--- src/rtl/dpwm_pkg.sv ---
package dpwm_pkg;

    localparam int CNT_W      = 12;
    localparam int DUTY_W     = 16;
    localparam int TRIM_W     = 8;
    localparam int MIN_PERIOD = 2;

    typedef logic [CNT_W-1:0]        cnt_t;
    typedef logic [DUTY_W-1:0]       duty_t;
    typedef logic signed [TRIM_W-1:0] trim_t;
    typedef logic [DUTY_W+CNT_W-1:0] prod_t;

    typedef enum logic [1:0] {
        CFG_PERIOD   = 2'd0,
        CFG_B_OFFSET = 2'd1,
        CFG_SYNC_THR = 2'd2,
        CFG_TRIG_THR = 2'd3
    } cfg_addr_e;

    typedef struct packed {
        cnt_t period;
        cnt_t b_offset;
        cnt_t sync_thr;
        cnt_t trig_thr;
    } cfg_t;

    typedef struct packed {
        cnt_t count;
        cnt_t period;
        logic wrap;
    } ramp_t;

    // Fractional duty times period, keeping the integer part.
    function automatic cnt_t scale_duty(duty_t duty, cnt_t period);
        prod_t prod;
        prod = prod_t'(duty) * prod_t'(period);
        return cnt_t'(prod >> DUTY_W);
    endfunction

    // Signed trim added to the base on-time, clamped to [0, period].
    function automatic cnt_t apply_trim(cnt_t base, trim_t trim, cnt_t period);
        logic signed [CNT_W+1:0] wide_base;
        logic signed [CNT_W+1:0] wide_trim;
        logic signed [CNT_W+1:0] wide_per;
        logic signed [CNT_W+1:0] sum;
        wide_base = $signed({2'b00, base});
        wide_trim = {{(CNT_W+2-TRIM_W){trim[TRIM_W-1]}}, trim};
        wide_per  = $signed({2'b00, period});
        sum       = wide_base + wide_trim;
        if (sum < 0)
            return '0;
        else if (sum > wide_per)
            return period;
        else
            return cnt_t'(sum);
    endfunction

    function automatic cnt_t floor_period(cnt_t value);
        return (value < cnt_t'(MIN_PERIOD)) ? cnt_t'(MIN_PERIOD) : value;
    endfunction

endpackage

--- src/rtl/dpwm_cfg_regs.sv ---
module dpwm_cfg_regs
    import dpwm_pkg::*;
#(
    parameter int DEF_PERIOD = 100
) (
    input  logic        clk,
    input  logic        rst,
    input  logic        cfg_we,
    input  logic [1:0]  cfg_addr,
    input  cnt_t        cfg_wdata,
    output cfg_t        cfg
);

    localparam cnt_t RST_PERIOD = cnt_t'(DEF_PERIOD);
    localparam cnt_t RST_OFFSET = cnt_t'(DEF_PERIOD / 2);

    always_ff @(posedge clk) begin
        if (rst) begin
            cfg.period   <= RST_PERIOD;
            cfg.b_offset <= RST_OFFSET;
            cfg.sync_thr <= '0;
            cfg.trig_thr <= '0;
        end else if (cfg_we) begin
            case (cfg_addr_e'(cfg_addr))
                CFG_PERIOD:   cfg.period   <= floor_period(cfg_wdata);
                CFG_B_OFFSET: cfg.b_offset <= cfg_wdata;
                CFG_SYNC_THR: cfg.sync_thr <= cfg_wdata;
                CFG_TRIG_THR: cfg.trig_thr <= cfg_wdata;
                default: ;
            endcase
        end
    end

endmodule

--- src/rtl/dpwm_ramp.sv ---
module dpwm_ramp
    import dpwm_pkg::*;
#(
    parameter int DEF_PERIOD = 100
) (
    input  logic  clk,
    input  logic  rst,
    input  logic  sync_in,
    input  cnt_t  period_next,
    input  cnt_t  sync_thr,
    input  cnt_t  trig_thr,
    output ramp_t ramp,
    output logic  sync_out,
    output logic  adc_trig
);

    localparam cnt_t RST_PERIOD = cnt_t'(DEF_PERIOD);

    logic sync_q;
    cnt_t count_q;
    cnt_t period_q;
    logic sync_rise;
    logic at_end;
    logic wrap;

    assign sync_rise = sync_in & ~sync_q;
    assign at_end    = (count_q >= (period_q - cnt_t'(1)));
    assign wrap      = sync_rise | at_end;

    always_ff @(posedge clk) begin
        if (rst) begin
            sync_q   <= 1'b0;
            count_q  <= '0;
            period_q <= RST_PERIOD;
        end else begin
            sync_q <= sync_in;
            if (wrap) begin
                count_q  <= '0;
                period_q <= period_next;
            end else begin
                count_q  <= count_q + cnt_t'(1);
            end
        end
    end

    assign sync_out = (count_q == sync_thr);
    assign adc_trig = (count_q == trig_thr);

    assign ramp = '{count: count_q, period: period_q, wrap: wrap};

endmodule

--- src/rtl/dpwm_phase.sv ---
module dpwm_phase
    import dpwm_pkg::*;
(
    input  logic  clk,
    input  logic  rst,
    input  ramp_t ramp,
    input  cnt_t  period_next,
    input  duty_t duty,
    input  trim_t trim,
    input  cnt_t  start,
    output logic  gate,
    output cnt_t  on_time
);

    cnt_t on_q;
    cnt_t start_q;
    cnt_t rel;

    always_ff @(posedge clk) begin
        if (rst) begin
            on_q    <= '0;
            start_q <= '0;
        end else if (ramp.wrap) begin
            on_q    <= apply_trim(scale_duty(duty, period_next), trim, period_next);
            start_q <= start;
        end
    end

    always_comb begin
        if (ramp.count >= start_q)
            rel = ramp.count - start_q;
        else
            rel = ramp.count + ramp.period - start_q;
    end

    assign gate    = (rel < on_q);
    assign on_time = on_q;

endmodule

--- src/rtl/dpwm_engine.sv ---
module dpwm_engine
    import dpwm_pkg::*;
#(
    parameter int DEF_PERIOD = 100
) (
    input  logic                     clk,
    input  logic                     rst,
    input  logic                     cfg_we,
    input  logic [1:0]               cfg_addr,
    input  logic [CNT_W-1:0]         cfg_wdata,
    input  logic [DUTY_W-1:0]        duty_in,
    input  logic signed [TRIM_W-1:0] trim_a,
    input  logic signed [TRIM_W-1:0] trim_b,
    input  logic                     sync_in,
    input  logic                     fault,
    output logic                     gate_a,
    output logic                     gate_b,
    output logic                     sync_out,
    output logic                     adc_trig
);

    localparam int NUM_PHASES = 2;

    cfg_t  cfg;
    ramp_t ramp;
    trim_t trim_arr  [NUM_PHASES];
    cnt_t  start_arr [NUM_PHASES];
    cnt_t  on_time   [NUM_PHASES];
    logic  gate_raw  [NUM_PHASES];

    cnt_t  ramp_count;
    cnt_t  ramp_period;
    logic  ramp_wrap;

    dpwm_cfg_regs #(.DEF_PERIOD(DEF_PERIOD)) u_cfg (
        .clk       (clk),
        .rst       (rst),
        .cfg_we    (cfg_we),
        .cfg_addr  (cfg_addr),
        .cfg_wdata (cfg_wdata),
        .cfg       (cfg)
    );

    dpwm_ramp #(.DEF_PERIOD(DEF_PERIOD)) u_ramp (
        .clk         (clk),
        .rst         (rst),
        .sync_in     (sync_in),
        .period_next (cfg.period),
        .sync_thr    (cfg.sync_thr),
        .trig_thr    (cfg.trig_thr),
        .ramp        (ramp),
        .sync_out    (sync_out),
        .adc_trig    (adc_trig)
    );

    assign trim_arr[0]  = trim_a;
    assign trim_arr[1]  = trim_b;
    assign start_arr[0] = '0;
    assign start_arr[1] = cfg.b_offset;

    for (genvar p = 0; p < NUM_PHASES; p++) begin : g_phase
        dpwm_phase u_phase (
            .clk         (clk),
            .rst         (rst),
            .ramp        (ramp),
            .period_next (cfg.period),
            .duty        (duty_in),
            .trim        (trim_arr[p]),
            .start       (start_arr[p]),
            .gate        (gate_raw[p]),
            .on_time     (on_time[p])
        );
    end

    assign gate_a = gate_raw[0] & ~fault;
    assign gate_b = gate_raw[1] & ~fault;

    assign ramp_count  = ramp.count;
    assign ramp_period = ramp.period;
    assign ramp_wrap   = ramp.wrap;

endmodule

--- config.mk ---
export PLATFORM = sky130hd
export DESIGN_NAME = dpwm_engine
export DESIGN_NICKNAME = d
export VERILOG_FILES = /design/src/rtl/dpwm_pkg.sv /design/src/rtl/dpwm_cfg_regs.sv /design/src/rtl/dpwm_ramp.sv /design/src/rtl/dpwm_phase.sv /design/src/rtl/dpwm_engine.sv
export SDC_FILE = /design/constraint.sdc
export NUM_CORES = 1
export LEC_CHECK = 0
export BUFFER_PORTS_ARGS = -buffer_cell sky130_fd_sc_hd__buf_2
export CAP_MARGIN = 20
export CORE_UTILIZATION = 50
export DETAILED_ROUTE_END_ITERATION = 10
export HOLD_SLACK_MARGIN = 0.08
export PLACE_DENSITY = 0.72
export SYNTH_ARGS = -nofsm -noshare
export SYNTH_HDL_FRONTEND = slang
export SYNTH_HIERARCHICAL = 1
export SYNTH_SLANG_ARGS = --single-unit
--- constraint.sdc ---
create_clock -name clk -period 7.8 [get_ports clk]
set_input_delay 0.39 -clock clk [delete_from_list [all_inputs] [get_ports clk]]
set_output_delay 0.39 -clock clk [all_outputs]
set_load 0.02 [all_outputs]
==> results.cfg <==
[run_status]
status = finished with violations
violations = setup timing

[layout]
fin_area_um2 = 26300
drive_gt1_share_pct = 17.6
final_cell_count_no_fill = 3473
syn2layout_area_growth_pct = 19.5
post-route-util_pct = 60.8
antenna_cells = 0
fillers = 3625
fin_nets = 3488

[worst_setup_path]
critPathKind = flip-flop to flip-flop
cp_slowest_cell = fa_1
critPathRequiredTime_ns = 8.15
cpPeakStageDelay_ns = 0.55
arrival_ns = 8.66
worst_path_most_repeated_cell = fa_1
cp-start-kind = flip-flop
crit_fanout = 9
end_kind = flip-flop

[synthesis]
yosysSeqAreaShare_pct = 11.0
yosys-top-cells-area = fa_1 28%, ha_1 15%, dfxtp_1 11%
synth_cell_types = 90
syn_inst = 2653
syn_area_per_cell_um2 = 8.28
ys.flop_type = dfxtp_1
synth-edff-count = 0
yosys_warnings = 6
syn_area_um2 = 22000
ys_ff_latch = 121
yosysTopAreaCell = fa_1
synth_top_area_share_pct = 27.7
async_flop_share_pct = 0

[floorplan]
design.portCount = 55
die_h_um = 212
fp.dieArea_um2 = 44800
fp.dieW_um = 212
core-area_um2 = 43200
start_util_pct = 50.9
fp-row-count = 76

[clocking]
cts_sinks = 121
worstSkewPairLatency_ns = 0.43
clk_pin_slew_ns = 0.06
cts_tree = yes
clockBufferDepth = 2
cts-buffers-inserted = 17
htreeDepth = 4
holdBufCountCts = 0
clockRootBuffer = clkbuf_16

[placement]
dp_cells = 3375
routabilityCongestion = 0.963
post-dp-hpwl_um = 45800
portBuffers = 54
dpl-instance-area_um2 = 24100

[sta]
rsz0062_at_grt = true
max_freq_mhz = 120
hold_violations = 0
fin_hold_ws_ns = 0.242
final_max_slew_viol_count = 0
finalClockSkew_ns = 0.0123
setup_viol = 24
period_share_pct = 106
fin_crit_ns = 8.30
worst_slack_ns = -0.504
relSlewSlack_pct = 40.1
tightest_slew_ns = 0.899

[grt]
grt_usage_pct = 28.3
grt_overflow_total = 0
grt_pass1_vias = 19900
grt_max_degree = 76
grt_pass1_wl_um = 99700
antenna_found_initial = 4

[route]
dr.pass1.iters = 5
wl_per_cell_um = 17.7
drc = 0
drt-vias-per-instance = 5.42
drt_iter0_markers = 1276
ant_nets = 0
routed_wl_um = 61500
vias = 18800

[pwr]
p_per_area_nw_per_um2 = 268
ir_worst_vdd_mv = 0.490
power.leakage_uw = 0.0129

[worst_hold_path]
min_path_type = input pin to flip-flop

[run]
drv_cap = 0
## power breakdown
group	switching (uW)	internal, uW	leakage (uW)
Clock	297	436	0.000264
Combinational	2850	2730	0.0116
Sequential	43.6	667	0.000989
Total	3190	3830	0.0129
## kinds of logic after synthesis
family                     after synthesis  synth area share [%]
xor gates and xnor gates               120                  4.78
AOI/OAI and AO/OA                      321                  9.69
and+or+nand+nor                        830                  18.0
buffers and inverters                  632                  11.1
muxes                                   66                  3.04
adders and majority gates              562                  42.4
DFF                                    121                  11.0
other                                    1                0.0171
## per-layer routing
layer / GRT usage (%) / vias to the layer above / share of wire [%]
met5: 0 / - / 0.034
met4: 10.2 / 4 / 3.6
met3: 4.87 / 154 / 7.3
met2: 47.1 / 676 / 47
met1: 37.0 / 9219 / 42
li1: - / 8787 / -
## stage by stage
| step | setup TNS [ns] | power [uW] | worst slack, ns |
|---|---|---|---|
| 2_1_floorplan | -0.00258 | 3640 | -0.00258 |
| 6_report | -11.21 | 7030 | -0.504 |
| 3_5_place_dp | -17.56 | 5340 | -0.886 |
| 3_3_place_gp | -14.26 | 5170 | -0.684 |
| 5_1_grt | -20.07 | 7650 | -0.883 |
| 4_1_cts | -6.64 | 6550 | -0.341 |
## registers in the layout, summed over array words and instances (netlist names)
register	cells
u_ramp/count_q	12
g_phase.u_phase/start_q	24
g_phase.u_phase/on_time	24
u_ramp/sync_q	1
u_ramp/period_q	12
u_cfg/cfg	48
## synth_stat cells, types with 13 or more instances
cell type,n
buf_2,19
and2_1,123
nand2_1,387
nand4_1,30
xnor2_1,87
fa_1,304
a21oi_1,106
ha_1,258
nand3_1,45
a21o_1,31
dfxtp_1,121
nor2b_1,13
o21ai_1,25
xor2_1,33
o21a_1,16
clkbuf_1,88
nand2b_1,28
nor3_1,30
mux2i_1,63
o21ai_0,42
inv_1,514
nor2_1,116
## critical path: cells and delay by family (launching register included)
family | cells | cell delay, ns
AOI/OAI and AO/OA | 8 | 1.59
xor gates and xnor gates | 1 | 0.17
adders and majority gates | 9 | 3.77
buffers and inverters | 9 | 0.97
DFF | 1 | 0.35
and+or+nand+nor | 11 | 1.36
## cell type report
class / count / area [um2] / area share (%)
clock buffers: 20 / 437 / 1.66
well taps: 585 / 732 / 2.79
clock inverters: 12 / 101 / 0.386
repair buffers: 308 / 2690 / 10.2
flip-flops and latches: 121 / 2450 / 9.33
inverters: 516 / 1940 / 7.38
multi-input cells: 1911 / 17900 / 68.2
## repair_timing
| item | CTS | global route |
|---|---|---|
| pin swaps | 90 | 74 |
| buffers inserted | 43 | 17 |
| hold endpoints to repair | 0 | 0 |
| gates resized for setup | 133 | 61 |
| cloned | 7 | 1 |
| endpoints found under the setup margin | 24 | 24 |
## final timing paths
path | slack, ns | end | depth (start not counted) | start
worst min register to register | 0.46 | g_phase[1].u_phase/on_time[6] | 2 | g_phase[1].u_phase/on_time[6]
worst min-delay path | 0.24 | u_ramp/sync_q | 2 | sync_in
worst max-delay path | -0.50 | g_phase[0].u_phase/on_time[9] | 38 | u_cfg/cfg[39]
worst max register to register | -0.50 | g_phase[0].u_phase/on_time[9] | 38 | u_cfg/cfg[39]
## cell usage in the layout, fill, tap and decap left out, types with 28 or more instances in the layout
| cell | count |
|---|---|
| inv_1 | 503 |
| nand2_1 | 376 |
| fa_1 | 288 |
| ha_1 | 239 |
| buf_4 | 215 |
| and2_1 | 119 |
| dfxtp_1 | 112 |
| nor2_1 | 111 |
| a21oi_1 | 91 |
| xnor2_1 | 84 |
| mux2i_1 | 62 |
| buf_2 | 53 |
| nand3_1 | 44 |
| o21ai_0 | 35 |
| xor2_1 | 32 |
| a21o_1 | 31 |
| nand4_1 | 30 |
| nand2b_1 | 28 |
Note: power is estimated with default switching activity, not from simulation.
